### src/rtl/dlc_pkg.sv
// Package: shared types of the drowsy line controller.
// Assumes nothing beyond IEEE 1800-2017.
package dlc_pkg;

    // Request sequencer states: ready for a new request, or waking a line.
    typedef enum logic [0:0] {
        SEQ_READY = 1'b0,
        SEQ_WAKE  = 1'b1
    } dlc_seq_e;

endpackage

### src/rtl/dlc_period_timer.sv
// Module: dlc_period_timer
// Emits a one-cycle sleep pulse every PERIOD clock cycles.
// Assumes PERIOD >= 2. The counter restarts from zero on reset.
module dlc_period_timer #(
    parameter int PERIOD = 4096
) (
    input  logic clk,
    input  logic rst_n,
    output logic sleep_pulse
);
    localparam int CW = $clog2(PERIOD);

    logic [CW-1:0] tick_q;

    // Count cycles modulo PERIOD.
    always_ff @(posedge clk) begin
        if (!rst_n)
            tick_q <= '0;
        else if (tick_q == CW'(PERIOD - 1))
            tick_q <= '0;
        else
            tick_q <= tick_q + 1'b1;
    end

    // Pulse in the last cycle of each period; lines change on the next edge.
    always_comb sleep_pulse = (tick_q == CW'(PERIOD - 1));

endmodule

### src/rtl/dlc_drowsy_bits.sv
// Module: dlc_drowsy_bits
// Holds one retention bit per line. Reset clears all bits.
// A wake request for a line overrides a simultaneous sleep pulse for that line.
// Assumes wake_idx is below LINES.
module dlc_drowsy_bits #(
    parameter int LINES = 16,
    parameter int IDX_W = $clog2(LINES)
) (
    input  logic             clk,
    input  logic             rst_n,
    input  logic             sleep_all,
    input  logic             wake_en,
    input  logic [IDX_W-1:0] wake_idx,
    output logic [LINES-1:0] drowsy
);
    genvar g;
    generate
        for (g = 0; g < LINES; g++) begin : g_line
            logic wake_me;

            // Decode whether this line is being woken.
            always_comb wake_me = wake_en && (wake_idx == IDX_W'(g));

            // Update the retention bit: reset, then wake, then sleep.
            always_ff @(posedge clk) begin
                if (!rst_n)
                    drowsy[g] <= 1'b0;
                else if (wake_me)
                    drowsy[g] <= 1'b0;
                else if (sleep_all)
                    drowsy[g] <= 1'b1;
            end
        end
    endgenerate

endmodule

### src/rtl/dlc_line_store.sv
// Module: dlc_line_store
// Word storage for the lines, with word-line gating.
// An access only reaches the cells when the addressed line is at full voltage.
// Assumes one access per cycle. Contents are cleared on reset.
module dlc_line_store #(
    parameter int LINES  = 16,
    parameter int DATA_W = 32,
    parameter int IDX_W  = $clog2(LINES)
) (
    input  logic              clk,
    input  logic              rst_n,
    input  logic              acc_en,
    input  logic              acc_wr,
    input  logic [IDX_W-1:0]  acc_idx,
    input  logic [DATA_W-1:0] acc_wdata,
    input  logic [LINES-1:0]  line_drowsy,
    output logic [DATA_W-1:0] rd_data
);
    logic [DATA_W-1:0] cells [LINES];
    logic              wl_open;

    // Open the word line only for an awake line.
    always_comb wl_open = acc_en && !line_drowsy[acc_idx];

    genvar g;
    generate
        for (g = 0; g < LINES; g++) begin : g_row
            // Write one row when its gated word line is open.
            always_ff @(posedge clk) begin
                if (!rst_n)
                    cells[g] <= '0;
                else if (wl_open && acc_wr && (acc_idx == IDX_W'(g)))
                    cells[g] <= acc_wdata;
            end
        end
    endgenerate

    // Read through the gated word line; a closed line reads as zero.
    always_comb rd_data = wl_open ? cells[acc_idx] : '0;

endmodule

### src/rtl/drowsy_line_ctrl.sv
// Module: drowsy_line_ctrl (top)
// Sequences requests against per-line retention bits. An awake line is served
// at once. A line in retention is woken, stalls for WAKE_CYC cycles, and is
// then served. A periodic pulse puts all lines into retention.
// Assumes LINES is a power of two and WAKE_CYC >= 1.
module drowsy_line_ctrl
    import dlc_pkg::*;
#(
    parameter int LINES    = 16,
    parameter int DATA_W   = 32,
    parameter int WAKE_CYC = 1,
    parameter int PERIOD   = 4096,
    parameter int IDX_W    = $clog2(LINES)
) (
    input  logic              clk,
    input  logic              rst_n,
    input  logic              req_valid,
    input  logic [IDX_W-1:0]  req_idx,
    input  logic              req_write,
    input  logic [DATA_W-1:0] req_wdata,
    output logic              rsp_valid,
    output logic [DATA_W-1:0] rsp_rdata,
    output logic              rsp_stall,
    output logic [LINES-1:0]  rail_low
);
    localparam int WCW = $clog2(WAKE_CYC + 1);

    dlc_seq_e          seq_q;
    logic [WCW-1:0]    wcnt_q;
    logic [IDX_W-1:0]  pend_idx_q;
    logic              pend_wr_q;
    logic [DATA_W-1:0] pend_wdata_q;
    logic              rsp_valid_q;
    logic [DATA_W-1:0] rsp_rdata_q;

    logic              sleep_pulse;
    logic [LINES-1:0]  drowsy;
    logic              accept;
    logic              wake_done;
    logic              acc_en;
    logic              acc_wr;
    logic [IDX_W-1:0]  acc_idx;
    logic [DATA_W-1:0] acc_wdata;
    logic [DATA_W-1:0] rd_data;
    logic              wake_en;

    // Accept a request only when no wake-up is in progress.
    always_comb accept = req_valid && (seq_q == SEQ_READY);

    // The wake-up is finished in its last stall cycle.
    always_comb wake_done = (seq_q == SEQ_WAKE) && (wcnt_q == '0);

    // Choose the access source: a pending woken request or the port.
    always_comb begin
        if (seq_q == SEQ_WAKE) begin
            acc_en    = wake_done;
            acc_wr    = pend_wr_q;
            acc_idx   = pend_idx_q;
            acc_wdata = pend_wdata_q;
        end else begin
            acc_en    = accept && !drowsy[req_idx];
            acc_wr    = req_write;
            acc_idx   = req_idx;
            acc_wdata = req_wdata;
        end
    end

    // Keep the accessed or pending line awake against a sleep pulse.
    always_comb wake_en = accept || (seq_q == SEQ_WAKE);

    dlc_period_timer #(
        .PERIOD(PERIOD)
    ) u_timer (
        .clk        (clk),
        .rst_n      (rst_n),
        .sleep_pulse(sleep_pulse)
    );

    dlc_drowsy_bits #(
        .LINES(LINES),
        .IDX_W(IDX_W)
    ) u_bits (
        .clk      (clk),
        .rst_n    (rst_n),
        .sleep_all(sleep_pulse),
        .wake_en  (wake_en),
        .wake_idx (acc_idx),
        .drowsy   (drowsy)
    );

    dlc_line_store #(
        .LINES (LINES),
        .DATA_W(DATA_W),
        .IDX_W (IDX_W)
    ) u_store (
        .clk        (clk),
        .rst_n      (rst_n),
        .acc_en     (acc_en),
        .acc_wr     (acc_wr),
        .acc_idx    (acc_idx),
        .acc_wdata  (acc_wdata),
        .line_drowsy(drowsy),
        .rd_data    (rd_data)
    );

    // Sequencer: enter wake-up for a line in retention, count the stall down.
    always_ff @(posedge clk) begin
        if (!rst_n) begin
            seq_q  <= SEQ_READY;
            wcnt_q <= '0;
        end else if (seq_q == SEQ_READY) begin
            if (accept && drowsy[req_idx]) begin
                seq_q  <= SEQ_WAKE;
                wcnt_q <= WCW'(WAKE_CYC - 1);
            end
        end else if (wake_done) begin
            seq_q <= SEQ_READY;
        end else begin
            wcnt_q <= wcnt_q - 1'b1;
        end
    end

    // Capture the request that has to wait for its line to wake.
    always_ff @(posedge clk) begin
        if (!rst_n) begin
            pend_idx_q   <= '0;
            pend_wr_q    <= 1'b0;
            pend_wdata_q <= '0;
        end else if (accept) begin
            pend_idx_q   <= req_idx;
            pend_wr_q    <= req_write;
            pend_wdata_q <= req_wdata;
        end
    end

    // Register the response of each completed access.
    always_ff @(posedge clk) begin
        if (!rst_n) begin
            rsp_valid_q <= 1'b0;
            rsp_rdata_q <= '0;
        end else begin
            rsp_valid_q <= acc_en;
            if (acc_en)
                rsp_rdata_q <= acc_wr ? acc_wdata : rd_data;
        end
    end

    // Drive the outputs.
    always_comb begin
        rsp_valid = rsp_valid_q;
        rsp_rdata = rsp_rdata_q;
        rsp_stall = (seq_q == SEQ_WAKE);
        rail_low  = drowsy;
    end

endmodule

### config.mk
export PLATFORM = sky130hd
export DESIGN_NAME = drowsy_line_ctrl
export DESIGN_NICKNAME = d
export VERILOG_FILES = /design/src/rtl/dlc_pkg.sv /design/src/rtl/dlc_period_timer.sv /design/src/rtl/dlc_drowsy_bits.sv /design/src/rtl/dlc_line_store.sv /design/src/rtl/drowsy_line_ctrl.sv
export SDC_FILE = /design/constraint.sdc
export NUM_CORES = 1
export LEC_CHECK = 0
export BUFFER_PORTS_ARGS = -buffer_cell sky130_fd_sc_hd__buf_2
export CAP_MARGIN = 20
export CORE_MARGIN = 3
export CORE_UTILIZATION = 40
export DETAILED_ROUTE_END_ITERATION = 7
export GPL_ROUTABILITY_DRIVEN = 0
export GPL_TIMING_DRIVEN = 0
export PLACE_DENSITY = 0.63
export SETUP_SLACK_MARGIN = 0.15
export SKIP_LAST_GASP = 1
export SLEW_MARGIN = 5
export SYNTH_ARGS = -nofsm -noshare
export SYNTH_HDL_FRONTEND = slang
export SYNTH_SLANG_ARGS = --single-unit
### constraint.sdc
create_clock -name clk -period 8.9 [get_ports clk]
set_input_delay 0.445 -clock clk [delete_from_list [all_inputs] [get_ports clk]]
set_output_delay 0.445 -clock clk [all_outputs]
set_load 0.005 [all_outputs]
==> reports/qor.csv <==
stage;metric;value;unit
finish;design_area;31800;µm²
timing;setup_viol;0;
clocking;clockBufferDepth;3;
setup_path;cp-end-kind;flip-flop;
synthesis;synth.cells.most_frequent;546 x nor2_1, 512 x edfxtp_1, 243 x nand2_1;
place;io_buffers;86;
clocking;htree_levels;3;
clocking;root_buffer;clkbuf_16;
timing;fin_ws;4.22;ns
global_route;antenna_found_initial;3;
clocking;cts_resized;0;
synthesis;synth_area_leaders;edfxtp_1 57%, nor2_1 7.6%, dfxtp_1 7.4%;
clocking;path_clk_slew;0.06;ns
power_and_ir_drop;ir_drop;0.113;mV
drt;drt_pass1_iterations;8;
finish;antenna_cells;0;
synthesis;synth-seq-cells;612;
synthesis;netlist_instances;2257;
drt;ant_nets;0;
synthesis;yosysSeqAreaShare;64.1;%
place;dp_hpwl;64700;µm
timing;layout_min_cycle_time;4.68;ns
synthesis;ys_warn_count;0;
timing;rsz0062_at_grt;no;
setup_path;crit_slowest_cell;o31ai_4;
setup_path;crit_path_max_fanout;12;
floorplan;io-pin-count;90;
floorplan;rows;94;
power_and_ir_drop;power-per-cell-area;209;nW/µm²
flow_run;maxCapViolations;0;
clocking;cts_tree;yes;
setup_path;startpoint_type;flip-flop;
drt;via_per_inst;6.03;
synthesis;synthArstFlopShare;0;%
synthesis;avgSynthCellArea;12.0;µm²
timing;clock_skew;0.0236;ns
drt;drcViolationCount;0;
drt;initialDrtViolationCount;2655;
clocking;cts_hold_buf;0;
clocking;clk_latency;0.60;ns
run_status;status;finished, final reports clean;
setup_path;path_cells;buf_4, mux2i_4, clkbuf_1, clkbuf_1, nand3_1, o31ai_4, buf_16, buf_16;
synthesis;synth_most_common_cell;nor2_1;
finish;finalNonFillerCells;3370;
setup_path;cpPeakStageDelay;0.97;ns
global_route;grt_pass1_vias;19600;
finish;drive_gt1_share;17.1;%
floorplan;die-area;71000;µm²
clocking;post-cts-setup-buffer-count;0;
setup_path;worstPathRequired;9.21;ns
synthesis;synth_edf_count;512;
timing;tightest_slew;1.20;ns
floorplan;start_util;40.8;%
drt;vias;20300;
timing;fin_tns_setup;0;ns
clocking;cts_buffers;67;
setup_path;cp_data_arrival_time;4.99;ns
drt;wl_per_cell;28.0;µm
timing;relSlewSlack;20.2;%
floorplan;core;66500;µm²
floorplan;fp.dieW;266;µm
drt;drt_wl_total;94300;µm
place;dpl_cell_area;29500;µm²
power_and_ir_drop;p_leak;11.4;nW
synthesis;yosysTopAreaCell;edfxtp_1;
global_route;grt_pass1_wl;135000;µm
finish;nets;2497;
global_route;grt_usage;26.2;%
synthesis;yosys.area.top_type_share;56.7;%
timing;whs;0.0933;ns
timing;finalMaxSlewViolations;0;
synthesis;syn_area;27100;µm²
timing;fin_crit_sh;52.5;%
synthesis;synth_top_flop_cell;edfxtp_1;
place;pre_cts_ws;4.39;ns
timing;finalHoldViolCount;0;
finish;syn_to_final_growth;17.2;%
setup_path;crit_type;flip-flop to flip-flop;
min_path;min_path_type;input pin to flip-flop;
synthesis;syn_nets;2298;
global_route;grt_max_degree;15;
clocking;cts.sinks;612;
timing;max_freq;0.214;GHz
synthesis;ys_types;42;
global_route;grt-ovfl-total;0;
place;dp.cells;3247;
floorplan;die_y;266;µm
-- registers in the layout, summed over array words and instances, names as in the netlist --
register        cells
u_timer.tick_q     12
rsp_rdata          32
pend_wr_q           1
u_bits.drowsy      16
wcnt_q              1
pend_wdata_q       32
rsp_valid           1
u_store.cells     512
rsp_stall           1
pend_idx_q          4
-- metrics by stage --
| step | util (%) | total power [W] |
|---|---|---|
| floorplan | - | 0.00360 |
| global placement | 43.1 | 0.00384 |
| detailed placement | 44.4 | 0.00389 |
| CTS | 47.7 | 0.00664 |
| global route | 47.8 | 0.00679 |
| finish | 47.8 | 0.00663 |
-- layout by cell type (no fill, tap or decap), drive strengths merged, types with 2 or more instances in the layout --
cell type,netlist,layout
nor2,546,546
xor2,6,6
mux2i,140,140
buf,117,247
bufinv,0,3
mux2,34,34
a21o,32,32
o221ai,31,31
edfxtp,512,512
clkinv,1,11
dfxtp,100,100
clkbuf,86,189
o22ai,36,36
o221a,16,16
o21a,3,3
nand3b,2,2
and2,33,33
a21oi,71,71
mux4,40,40
xnor2,4,4
nand2,243,243
nand2b,7,7
o21ai,10,10
a221oi,62,62
nand4,17,17
inv,3,4
nand3,74,74
and3,8,8
o31ai,16,16
a22o,2,2
clkinvlp,0,2
-- final cells by class --
class | instances | area [µm²]
multi-input combinational | 1438 | 8980
fill | 5871 | 34700
clock buffer | 103 | 2030
inverter | 4 | 15.0
tap | 864 | 1080
clock inverter | 16 | 161
timing repair buffer | 130 | 1170
sequential | 612 | 17400
buffer | 203 | 966
-- layer usage --
layer	wire (µm)	up-vias	global-route usage, %
met4	5130	2	13.1
met1	34500	10000	33.5
li1	-	8571	-
met2	43600	1403	41.6
met3	11100	320	6.85
met5	8	-	0
-- report_power, final --
group          switching (W)  internal [W]  total [W]  leakage (nW)
clock                0.00113       0.00166    0.00279          1.07
combinational       0.000413      0.000188   0.000601          4.12
sequential         0.0000412       0.00320    0.00325          6.24
total                0.00158       0.00505    0.00663          11.4
-- cells by family (layout without fill, tap and decap cells) --
logic type,count (synthesis),after routing,share of synthesized area [%]
flops,612,612,64.1
simple gates,933,933,14.5
xor+xnor,10,10,0.323
mux,214,214,9.95
buf+inv,207,456,3.62
compound gates,280,280,7.49
fa+ha+maj,1,1,0.0461
-- worst paths after layout --
path                         start                   end  slack [ns]  depth (start not counted)
setup reg to reg         rsp_stall  u_store.cells[12][1]        4.22                          8
hold reg to reg   pend_wdata_q[25]      pend_wdata_q[25]        0.45                          2
hold / removal       req_wdata[16]      pend_wdata_q[16]        0.09                          3
setup / recovery         rsp_stall  u_store.cells[12][1]        4.22                          8
-- critical path, delay by kind of cell, from the launching register on --
family	cells	cell delay, ns
AOI/OAI and AO/OA	1	0.97
muxes	1	0.54
buffers and inverters	5	1.96
DFF	1	0.36
and+or+nand+nor	1	0.52
No activity file was read; power rests on OpenSTA's default activity.
